**config.mk**
```make
export PLATFORM = sky130hd
export DESIGN_NAME = ecc_burst_fix
export DESIGN_NICKNAME = d
export VERILOG_FILES = /design/src/rtl/ecc_fix_pkg.sv /design/src/rtl/ecc_pos_decode.sv /design/src/rtl/ecc_mask_gen.sv /design/src/rtl/ecc_walk_fsm.sv /design/src/rtl/ecc_burst_fix.sv
export SDC_FILE = /design/constraint.sdc
export NUM_CORES = 1
export LEC_CHECK = 0
export BUFFER_PORTS_ARGS = -buffer_cell sky130_fd_sc_hd__buf_4
export CAP_MARGIN = 15
export CORE_MARGIN = 1.5
export CORE_UTILIZATION = 57
export DETAILED_ROUTE_END_ITERATION = 10
export HOLD_SLACK_MARGIN = 0.12
export PLACE_DENSITY = 0.91
export SETUP_SLACK_MARGIN = 0.05
export SLEW_MARGIN = 30
export SYNTH_ARGS = -nofsm -noshare
export SYNTH_HDL_FRONTEND = slang
export SYNTH_SLANG_ARGS = --single-unit
```
**constraint.sdc**
```tcl
create_clock -name clk_i -period 5.3 [get_ports clk_i]
set_input_delay 0 -clock clk_i [delete_from_list [all_inputs] [get_ports clk_i]]
set_output_delay 0 -clock clk_i [all_outputs]
set_load 0.01 [all_outputs]
```
**src/rtl/ecc_fix_pkg.sv**
```systemverilog
package ecc_fix_pkg;

  typedef enum logic [1:0] {
    ST_FIXED = 2'd0,
    ST_EMPTY = 2'd1,
    ST_RANGE = 2'd2
  } fix_status_e;

  typedef enum logic [1:0] {
    W_IDLE = 2'd0,
    W_RD   = 2'd1,
    W_WR   = 2'd2
  } walk_state_e;

endpackage

```
**src/rtl/ecc_pos_decode.sv**
```systemverilog
module ecc_pos_decode #(
  parameter int POS_W = 16,
  localparam int OFF_W = POS_W - 3
) (
  input  logic [POS_W-1:0] pos_i,
  output logic [OFF_W-1:0] off_o,
  output logic [2:0]       shift_o,
  output logic             zero_o
);

  logic [POS_W-1:0] idx;

  // position is 1-based; convert to a bit index
  always_comb begin
    idx     = pos_i - POS_W'(1);
    off_o   = idx[POS_W-1:3];
    shift_o = idx[2:0];
    zero_o  = (pos_i == '0);
  end

endmodule

```
**src/rtl/ecc_mask_gen.sv**
```systemverilog
module ecc_mask_gen #(
  parameter int PAT_W  = 11,
  parameter int NBYTES = 3,
  parameter int KW     = 2,
  localparam int SPAN_W = NBYTES * 8
) (
  input  logic [PAT_W-1:0] pat_i,
  input  logic [2:0]       shift_i,
  input  logic [KW-1:0]    step_i,
  output logic [7:0]       mask_o
);

  logic [SPAN_W-1:0] span;
  logic [7:0]        lane [NBYTES];

  assign span = SPAN_W'(pat_i) << shift_i;

  for (genvar g = 0; g < NBYTES; g++) begin : g_lane
    assign lane[g] = span[8*g +: 8];
  end

  always_comb begin
    mask_o = '0;
    for (int i = 0; i < NBYTES; i++) begin
      if (int'(step_i) == i) mask_o = lane[i];
    end
  end

endmodule

```
**src/rtl/ecc_walk_fsm.sv**
```systemverilog
module ecc_walk_fsm
  import ecc_fix_pkg::*;
#(
  parameter int SECT_BYTES = 512,
  parameter int PAT_W      = 11,
  parameter int LEN_W      = 16,
  parameter int OFF_W      = 13,
  parameter int KW         = 2,
  localparam int AW = $clog2(SECT_BYTES)
) (
  input  logic             clk_i,
  input  logic             rst_ni,
  input  logic             start_i,
  input  logic [PAT_W-1:0] pat_i,
  input  logic [LEN_W-1:0] len_i,
  input  logic [OFF_W-1:0] off_i,
  input  logic [2:0]       shift_i,
  input  logic             pos_zero_i,
  input  logic [7:0]       mask_i,
  input  logic [7:0]       rdata_i,
  output logic [PAT_W-1:0] pat_q_o,
  output logic [2:0]       shift_q_o,
  output logic [KW-1:0]    step_o,
  output logic [AW-1:0]    mem_addr_o,
  output logic             mem_rd_o,
  output logic             mem_we_o,
  output logic [7:0]       mem_wdata_o,
  output logic             done_o,
  output logic [1:0]       status_o
);

  walk_state_e      state_q;
  logic [PAT_W-1:0] pat_q;
  logic [LEN_W-1:0] len_q;
  logic [OFF_W-1:0] off_q;
  logic [2:0]       shift_q;
  logic [KW-1:0]    step_q;
  logic             done_q;
  fix_status_e      status_q;
  logic             start_ok;
  logic             more;

  function automatic logic in_bounds(input logic [OFF_W-1:0] off,
                                     input logic [LEN_W-1:0] len);
    return (32'(off) < SECT_BYTES) && (32'(off) < 32'(len));
  endfunction

  // next step still holds pattern bits: shift - 8(k+1) > -PAT_W
  always_comb begin
    start_ok = !pos_zero_i && in_bounds(off_i, len_i);
    more = ((int'(step_q) + 1) * 8 <= int'(shift_q) + PAT_W - 1) &&
           in_bounds(off_q + OFF_W'(1), len_q);
  end

  always_ff @(posedge clk_i or negedge rst_ni) begin
    if (!rst_ni) begin
      state_q  <= W_IDLE;
      pat_q    <= '0;
      len_q    <= '0;
      off_q    <= '0;
      shift_q  <= '0;
      step_q   <= '0;
      done_q   <= 1'b0;
      status_q <= ST_FIXED;
    end else begin
      done_q <= 1'b0;
      unique case (state_q)
        W_IDLE: begin
          if (start_i) begin
            pat_q   <= pat_i;
            len_q   <= len_i;
            off_q   <= off_i;
            shift_q <= shift_i;
            step_q  <= '0;
            if (pat_i == '0) begin
              done_q   <= 1'b1;
              status_q <= ST_EMPTY;
            end else if (!start_ok) begin
              done_q   <= 1'b1;
              status_q <= ST_RANGE;
            end else begin
              state_q <= W_RD;
            end
          end
        end
        W_RD: state_q <= W_WR;
        W_WR: begin
          if (more) begin
            off_q   <= off_q + OFF_W'(1);
            step_q  <= step_q + KW'(1);
            state_q <= W_RD;
          end else begin
            state_q  <= W_IDLE;
            done_q   <= 1'b1;
            status_q <= ST_FIXED;
          end
        end
        default: state_q <= W_IDLE;
      endcase
    end
  end

  assign pat_q_o     = pat_q;
  assign shift_q_o   = shift_q;
  assign step_o      = step_q;
  assign mem_addr_o  = off_q[AW-1:0];
  assign mem_rd_o    = (state_q == W_RD);
  assign mem_we_o    = (state_q == W_WR);
  assign mem_wdata_o = rdata_i ^ mask_i;
  assign done_o      = done_q;
  assign status_o    = status_q;

endmodule

```
**src/rtl/ecc_burst_fix.sv**
```systemverilog
module ecc_burst_fix #(
  parameter int SECT_BYTES = 512,
  parameter int PAT_W      = 11,
  parameter int POS_W      = 16,
  parameter int LEN_W      = 16,
  localparam int AW     = $clog2(SECT_BYTES),
  localparam int OFF_W  = POS_W - 3,
  localparam int NBYTES = (PAT_W + 7 + 7) / 8,
  localparam int KW     = $clog2(NBYTES + 1)
) (
  input  logic             clk_i,
  input  logic             rst_ni,
  input  logic             start_i,
  input  logic [POS_W-1:0] pos_i,
  input  logic [PAT_W-1:0] pat_i,
  input  logic [LEN_W-1:0] len_i,
  output logic [AW-1:0]    mem_addr_o,
  output logic             mem_rd_o,
  input  logic [7:0]       mem_rdata_i,
  output logic             mem_we_o,
  output logic [7:0]       mem_wdata_o,
  output logic             done_o,
  output logic [1:0]       status_o
);

  logic [OFF_W-1:0] off;
  logic [2:0]       shift;
  logic             pos_zero;
  logic [PAT_W-1:0] pat_q;
  logic [2:0]       shift_q;
  logic [KW-1:0]    step;
  logic [7:0]       mask;

  ecc_pos_decode #(.POS_W(POS_W)) u_dec (
    .pos_i   (pos_i),
    .off_o   (off),
    .shift_o (shift),
    .zero_o  (pos_zero)
  );

  ecc_mask_gen #(.PAT_W(PAT_W), .NBYTES(NBYTES), .KW(KW)) u_mask (
    .pat_i   (pat_q),
    .shift_i (shift_q),
    .step_i  (step),
    .mask_o  (mask)
  );

  ecc_walk_fsm #(
    .SECT_BYTES (SECT_BYTES),
    .PAT_W      (PAT_W),
    .LEN_W      (LEN_W),
    .OFF_W      (OFF_W),
    .KW         (KW)
  ) u_walk (
    .clk_i       (clk_i),
    .rst_ni      (rst_ni),
    .start_i     (start_i),
    .pat_i       (pat_i),
    .len_i       (len_i),
    .off_i       (off),
    .shift_i     (shift),
    .pos_zero_i  (pos_zero),
    .mask_i      (mask),
    .rdata_i     (mem_rdata_i),
    .pat_q_o     (pat_q),
    .shift_q_o   (shift_q),
    .step_o      (step),
    .mem_addr_o  (mem_addr_o),
    .mem_rd_o    (mem_rd_o),
    .mem_we_o    (mem_we_o),
    .mem_wdata_o (mem_wdata_o),
    .done_o      (done_o),
    .status_o    (status_o)
  );

endmodule

```
Word-level counts from Yosys, hierarchy flattened
Index checks and enable logic that the tools add are counted.

Register bits after elaboration: 50. Input port bits: 54. Output and inout bits: 22. Word-level logic and storage cells: 69.

$add $sub $neg: 6. $lt $le $gt $ge: 5. Equality and inequality tests: 10. Shifts and indexed selects: 1. Muxes and demuxes: 24. Bitwise logic cells: 1. Reduce and logical (&&, ||, !) cells: 14.

Operators with widths (count): <= comparator 32 bit (1); less-than comparator 13 x 16 -> 1 bit (2); subtractor 32 x 2 -> 32 bit, second input constant (1); less-than comparator 13 x 10 -> 1 bit, second input constant (2); two-way mux 13 bit (2); one-hot mux 13 bit (2 select lines) (1); two-way mux 8 bit (3); left shift 11 x 3 -> 24 bit (1); two-way mux 2 bit (9); logical NOT 16 bit (1); subtractor 16 x 1 -> 16 bit, second input constant (1); adder 13 x 1 -> 13 bit, second input constant (1); logical NOT 11 bit (1); one-hot mux 2 bit (2 select lines) (2); XOR 8 bit (1); equality test 2 bit, second input constant (3); inequality test 2 bit, second input constant (3); one-hot mux 2 bit (3 select lines) (1); AND reduction 3 bit (2); adder 3 x 4 -> 5 bit, second input constant (1); two-way mux 1 bit (5); logical AND 1 bit (4); logical NOT 2 bit (2); inequality test 2 x 1 -> 1 bit, second input constant (2); 9 further kinds (9).

Logic depth before layout (Yosys ltp)
Gate-level depths: netlist (run 1).

Word-level depth: 8. Depth in mapped cells: 19. Depth with buffers taken out: 16.

By module
A second synthesis (run 1) with hierarchy kept.

Cells, all modules: 471. Area total of the unflattened synthesis: 4076.4 µm².

Modules (own cells, without submodules): ecc_walk_fsm (times used 1, cells an instance 373, area each 3239.4 µm², seq. area each 1251.2 µm²); ecc_mask_gen (times used 1, cells an instance 60, area each 561.8 µm², seq. area each 0.0 µm²); ecc_pos_decode (times used 1, cells an instance 38, area each 275.3 µm², seq. area each 0.0 µm²).

Worst setup path after synthesis (run 1)
No wires, ideal clock.

Path type: reg2reg. Start: register u_walk.shift_q[0] (netlist: u_walk.shift_q_o[0]). End: register u_walk.off_q[6]. Library setup time: 125 ps. Data arrival time: 3724 ps. Required time: 5175 ps. Path slack: 1451 ps. Stages on the path, launching flop included: 18. Buffers on the path: 3. Period minus slack after synthesis: 3849 ps. Cells stage by stage: dfrtp_1 > buf_2 > buf_1 > inv_1 > ha_1 > inv_1 > ha_1 > nor4bb_1 > ha_1 > ha_1 > a21o_1 > a21oi_1 > nor4_1 > or3_4 > nor3_4 > a21oi_2 > buf_6 > mux2_4.

Cells in the longest elaborated chain, start to end: 6.

Ends and longest elaborated chain: from (decl) (line ecc_walk_fsm.sv:36) `logic [2:0] shift_q;`; from (signal assigned) (line ecc_walk_fsm.sv:73) `shift_q <= shift_i;`; adder 3 x 4 -> 5 bit (line ecc_walk_fsm.sv:51) `more = ((int'(step_q) + 1) * 8 <= int'(shift_q) + PAT_W - 1) &&`; subtractor 32 x 2 -> 32 bit (line ecc_walk_fsm.sv:51); <= comparator 32 bit (line ecc_walk_fsm.sv:51); logical AND 1 bit (line ecc_walk_fsm.sv:51); inequality test 2 x 1 -> 1 bit (no line); AND reduction 3 bit (no line); to (signal assigned) (line ecc_walk_fsm.sv:72) `off_q <= off_i;`; to (signal assigned) (line ecc_walk_fsm.sv:89) `off_q <= off_q + OFF_W'(1);`; to (decl) (line ecc_walk_fsm.sv:35) `logic [OFF_W-1:0] off_q;`.

Every way passes these cells. A chain may end at the register's enable or synchronous reset.

Worst setup path after layout (run 1)
Ends and elaborated chain as after synthesis.

==> impl_metrics.tcl, run 1 <==
set metrics [dict create \
    cp.required_ns 5.50 \
    ys_top_cells_by_count "dfrtp_1 (50), nand2_1 (43), inv_1 (42)" \
    rr_startpoint "u_walk.shift_q_o[0]" \
    wl_per_cell_um 18.1 \
    fin_skew_ns 0.0122 \
    startpoint "u_walk.shift_q_o[0]" \
    post_cts_buffers 0 \
    worstPathArrival_ns 4.67 \
    vias 4086 \
    grtUsageTotal_pct 30.8 \
    yosysWarnings 0 \
    io_pins 76 \
    fmax_mhz 224 \
    worstMarginPinSlew_ns 0.774 \
    area_growth_pct 21.9 \
    clkTransAtPathRegs_ns 0.10 \
    slew_headroom_pct 48.4 \
    ys_seq_elements 50 \
    r2r_cells 14 \
    finalCritPeriodShare_pct 84.2 \
    worstSetupPathType "flip-flop to flip-flop" \
    cts_resized 0 \
    syn_inst 486 \
    dpl-instance-area_sq_mm 0.00480 \
    synthFlopType "dfrtp_1" \
    dr.pass1.iters 6 \
    cts.sinks 50 \
    cts_tree "built" \
    wl_um 12100 \
    grt_max_degree 51 \
    end_kind "flip-flop" \
    r2r_slack_ns 0.84 \
    cap_violations 0 \
    antennaDiodeCount 0 \
    layout_setup_ws_ns 0.835 \
    setup-violations-final 0 \
    dp_hpwl_um 8470 \
    synth_cell_types 68 \
    seq_area_frac_synth_pct 29.2 \
    synth.cell_area_sq_mm 0.00429 \
    avgSynthCellArea_sq_um 8.82 \
    die_w_um 89.7 \
    die_area_sq_mm 0.00805 \
    worstSetupStartpointType "flip-flop" \
    clock_path_buffers 2 \
    final_antenna_net_count 0 \
    final_nets 660 \
    drive_gt1_share_pct 21.1 \
    status "complete, no violations" \
    place_congestion 0.910 \
    post_drt_via_cell_ratio 6.12 \
    crit_fanout 20 \
    syn_nets 578 \
    hold_path_class "input port to flip-flop" \
    worstHoldPathCells 4 \
    worstReg2RegEnd "u_walk.off_q[6]" \
    ir_worst_vdd_mv 0.218 \
    final.setup.tns_ns 0 \
    htreeDepth 2 \
    io_buffers 75 \
    die_h_um 89.7 \
    fp.coreArea_sq_mm 0.00725 \
    worstSkewPairLatency_ns 0.31 \
    final_hold_viol_count 0 \
    antenna_found_initial 0 \
    utilization_pct 72.1 \
    grt_pass1_wl_um 20100 \
    numCtsBuffers 5 \
    power.density_mw_per_mm2 250 \
    overflow 0 \
    cts-root-buf "clkbuf_8" \
    slew_violations 0 \
    min_period_ns 4.46 \
    drc_errors 0 \
    grt_pass1_vias 3989 \
    synth_top_area_share_pct 29.2 \
    drtIter0Drc 512 \
    cts_hold_buf 32 \
    synth-edff-count 0 \
    yosysTopAreaCell "dfrtp_1" \
    synth.most_common_cell "dfrtp_1" \
    start_util_pct 59.1 \
    async_reset_ff_share_pct 100 \
    rows 31 \
    ys_top_cells_by_area "dfrtp_1 (29%), ha_1 (11%), mux2_2 (6.0%)" \
    power.leakage_nw 2.42 \
    fin_area_sq_mm 0.00523 \
    rsz0062_at_grt "false" \
    place_worst_setup_slack_ns 0.938 \
    crit_end "u_walk.off_q[6]" \
]
placed cells by master, fill, tap and decap left out, drive strengths merged, types with 6 or more instances in the layout:
cell	instances
a21oi	16
a31oi	6
and3	6
buf	76
clkbuf	6
dfrtp	50
dlygate4sd3	32
ha	38
inv	42
mux2	24
mux2i	15
nand2	43
nand2b	6
nand3	13
nand4	7
nor2	29
nor2b	7
nor3	9
nor4	8
o21ai	33
or3	6
xnor2	15
xor2	17
routing by layer:
layer	vias to the layer above	wire [um]	part of all wire [%]	track usage (%)
met5	-	0	0	0
met4	0	238	2.0	8.33
met3	28	947	7.8	6.60
met2	215	5740	48	50.9
met1	1950	5150	43	40.9
li1	1893	-	-	-
how the worst min path moves through the flow:
stage	from	endpoint	slack, ns
3_3_place_gp	rst_ni	u_walk.pat_q_o[0]	0.07
4_1_cts	pos_i[15]	u_walk.state_q[0]	0.12
2_1_floorplan	rst_ni	u_walk.done_o	-0.30
5_1_grt	pos_i[15]	u_walk.state_q[0]	0.18
3_5_place_dp	rst_ni	u_walk.pat_q_o[0]	0.08
6_report	pos_i[15]	u_walk.state_q[0]	0.13
sequential cells by signal (all words and copies together) (netlist names):
name / flops
u_walk.status_o: 2
u_walk.done_o: 1
u_walk.step_o: 2
u_walk.state_q: 2
u_walk.pat_q_o: 11
u_walk.shift_q_o: 3
u_walk.len_q: 16
u_walk.off_q: 13
cell families after synthesis:
group | count (synthesis) | share of synthesized area, %
buffers and inverters | 75 | 8.00
xor gates and xnor gates | 32 | 6.54
DFF | 50 | 29.2
adders and majority gates | 38 | 11.1
muxes | 41 | 10.9
and+or+nand+nor | 149 | 18.6
AOI/OAI and AO/OA | 101 | 15.6
per-stage QoR:
step / cells / power, W / hold WS [ns]
final: 668 / 0.00131 / 0.132
after detailed placement: 628 / 0.000985 / 0.0759
after global routing: 668 / 0.00138 / 0.180
after floorplan: 486 / 0.000827 / -0.296
after CTS: 668 / 0.00129 / 0.124
after global placement: 628 / 0.000957 / 0.0685
where the power goes:
| part | switching (W) | internal (W) | leakage, nW |
|---|---|---|---|
| logic | 0.000273 | 0.000255 | 1.77 |
| registers | 0.0000700 | 0.000427 | 0.596 |
| clock network | 0.000141 | 0.000141 | 0.0514 |
| total | 0.000485 | 0.000824 | 2.42 |
final cells by class:
| cell class | count | area [sq um] |
|---|---|---|
| Sequential cell | 50 | 1250 |
| Multi-Input combinational cell | 361 | 2690 |
| Clock buffer | 6 | 72.6 |
| Fill cell | 498 | 2030 |
| Tap cell | 99 | 124 |
| Clock inverter | 2 | 37.5 |
| Inverter | 42 | 158 |
| Timing Repair Buffer | 108 | 891 |
worst max-delay path: stages (launching register included):
cell and delay (ns):
dfrtp_1 0.86, inv_1 0.18, ha_1 0.24, inv_1 0.06, ha_1 0.27, nor4bb_1 0.32
ha_1 0.29, ha_1 0.30, a21o_1 0.16, a21oi_1 0.13, nor4_1 0.07, or3_4 0.38
nor3_4 0.41, a21oi_2 0.31, mux2_4 0.37
Note: power is estimated with default switching activity, not from simulation.
==> run 2: changes to the inputs <==
CORE_UTILIZATION = 52   (was 57)
PLACE_DENSITY = 0.88   (was 0.91)
clock period = 3.9 ns   (was 5.3 ns; I/O delays follow)
==> run 2 against run 1 <==
  * Worst setup slack got worse by 0.58 ns
  * Register-to-register slack lost 0.58 ns
  * Critical path depth up 1
  * Critical path type unchanged
  * Critical endpoint is now u_walk.off_q[2]
  * Largest cell class unchanged
  * Largest power group unchanged
==> impl_metrics.tcl, run 2 (same netlist as run 1, synthesis figures left out) <==
set metrics [dict create \
    status "complete, no violations" \
    grt_max_degree 51 \
    dp_hpwl_um 8560 \
    ir_worst_vdd_mv 0.198 \
    cts_resized 0 \
    wl_um 12100 \
    min_from "pos_i[15]" \
    grtUsageTotal_pct 28.3 \
    grt_pass1_wl_um 19600 \
    drtIter0Drc 377 \
    area_growth_pct 23.3 \
    finalNonFillerCells 679 \
    worstSkewPairLatency_ns 0.32 \
    layout_setup_ws_ns 0.254 \
    cts.sinks 50 \
    die_area_sq_mm 0.00880 \
    rsz0062_at_grt "false" \
    wl_per_cell_um 17.8 \
    clkPwrFrac_pct 21.8 \
    power_frac_comb_pct 41.7 \
    crit_slowest_cell "dfrtp_1" \
    clkTransAtPathRegs_ns 0.10 \
    slew_violations 0 \
    fin_skew_ns 0.00942 \
    fmax_mhz 274 \
    power.leakage_nw 2.45 \
    die_h_um 93.8 \
    holdPathEnd "u_walk.state_q[0]" \
    numCtsBuffers 5 \
    vias 4096 \
    die_w_um 93.8 \
    rr_startpoint "u_walk.shift_q_o[1]" \
    grt_pass1_vias 3963 \
    final.setup.tns_ns 0 \
    worstHoldPathCells 4 \
    fp.coreArea_sq_mm 0.00785 \
    layout_common_cells "buf_4 (83), dfrtp_1 (50), nand2_1 (43), inv_1 (42), ha_1 (38)" \
    r2r_cells 15 \
    final_common_cell "buf_4" \
    final_hold_viol_count 0 \
    largest_reg_flops 16 \
    r2r_slack_ns 0.25 \
    clock_path_buffers 2 \
    overflow 0 \
    worstSetupStartpointType "flip-flop" \
    fin_area_sq_mm 0.00529 \
    crit_chain "inv_1, ha_1, inv_1, ha_1, nor4bb_1, ha_1, ha_1, a21o_1, a21oi_1, nor4_1, or3_4, nor3_4, a21oi_2, buf_4, a211oi_1" \
    final_nets 667 \
    crit_top_cell "ha_1" \
    cts_tree "built" \
    io_buffers 75 \
    finalCritPeriodShare_pct 93.5 \
    worstReg2RegEnd "u_walk.off_q[2]" \
    seq_power_share_pct 36.5 \
    dr.pass1.iters 5 \
    place_inst 638 \
    top_register "u_walk.len_q" \
    setup-violations-final 0 \
    rows 32 \
    worstPathArrival_ns 3.87 \
    antenna_found_initial 0 \
    worstMarginPinSlew_ns 0.674 \
    power.density_mw_per_mm2 337 \
    dpl-instance-area_sq_mm 0.00485 \
    worstSetupPathType "flip-flop to flip-flop" \
    io_pins 76 \
    place_worst_setup_slack_ns 0.377 \
    p_switching_w 0.000654 \
    critPathMaxStageDelay_ns 0.39 \
    slew_headroom_pct 55.1 \
    drive_gt1_share_pct 22.0 \
    fillers 606 \
    cp.required_ns 4.13 \
    drc_errors 0 \
    start_util_pct 54.6 \
    cap_violations 0 \
    htreeDepth 2 \
    p_int_w 0.00113 \
    final_antenna_net_count 0 \
    cts-root-buf "clkbuf_8" \
    hold_path_class "input port to flip-flop" \
    place_congestion 0.897 \
    end_kind "flip-flop" \
    sw_frac_of_total_pct 36.7 \
    crit_fanout 8 \
    min_period_ns 3.65 \
    post_drt_via_cell_ratio 6.03 \
]
run 2: how the worst max path moves through the flow:
| stage | startpoint | end | slack [ns] | cells after the start |
|---|---|---|---|---|
| after detailed placement | u_walk.shift_q_o[1] | u_walk.off_q[7] | 0.38 | 15 |
| after global placement | u_walk.shift_q_o[1] | u_walk.off_q[2] | 0.49 | 15 |
| final | u_walk.shift_q_o[1] | u_walk.off_q[2] | 0.25 | 15 |
| after global routing | u_walk.shift_q_o[1] | u_walk.off_q[2] | 0.08 | 15 |
| after CTS | u_walk.shift_q_o[1] | u_walk.off_q[2] | 0.26 | 15 |
| after floorplan | u_walk.shift_q_o[0] | u_walk.off_q[6] | 0.05 | 17 |
run 2: what timing repair did:
action                    in CTS  in global routing
hold buffers                  32                  0
hold endpoints to repair      83                  0
setup buffers                  0                  0
run 2: cell type report:
class	count	area, sq um	area share [%]
clock buffer	6	72.6	1.37
multi-input combinational	361	2690	51.0
tap	102	128	2.41
inverter	42	158	2.98
clock inverter	2	37.5	0.710
timing repair buffer	115	943	17.8
antenna	1	2.50	0.0473
sequential	50	1250	23.7
run 2: power by group through the flow:
stage	registers, W	logic [W]	clock network [W]
after floorplan	0.000628	0.000495	0
after global placement	0.000652	0.000667	0
after detailed placement	0.000656	0.000692	0
after CTS	0.000646	0.000724	0.000381
after global routing	0.000658	0.000808	0.000408
final	0.000649	0.000743	0.000388
run 2: worst max-delay path: cells and delay by family, from the launching register on:
family	cells	cell delay (ns)
fa+ha+maj	4	1.12
simple gates	4	0.94
compound gates	4	0.70
buf+inv	3	0.41
flops	1	0.39
run 2: layer usage:
metal,part of all wire [%],wire (um),GRT usage [%],vias up
li1,-,-,-,1907
met1,42,5080,39.5,1925
met2,47,5730,45.5,229
met3,7.8,946,3.96,35
met4,2.9,349,8.71,0
met5,0,0,0,-
run 2: per-stage QoR:
| stage | total power (W) | hold slack [ns] | util, % |
|---|---|---|---|
| 3_3_place_gp | 0.00132 | 0.0673 | 61.8 |
| 5_1_grt | 0.00187 | 0.189 | 67.3 |
| 6_report | 0.00178 | 0.186 | 67.4 |
| 4_1_cts | 0.00175 | 0.168 | 67.3 |
| 3_5_place_dp | 0.00135 | 0.0808 | 61.8 |
| 2_1_floorplan | 0.00112 | -0.296 | - |
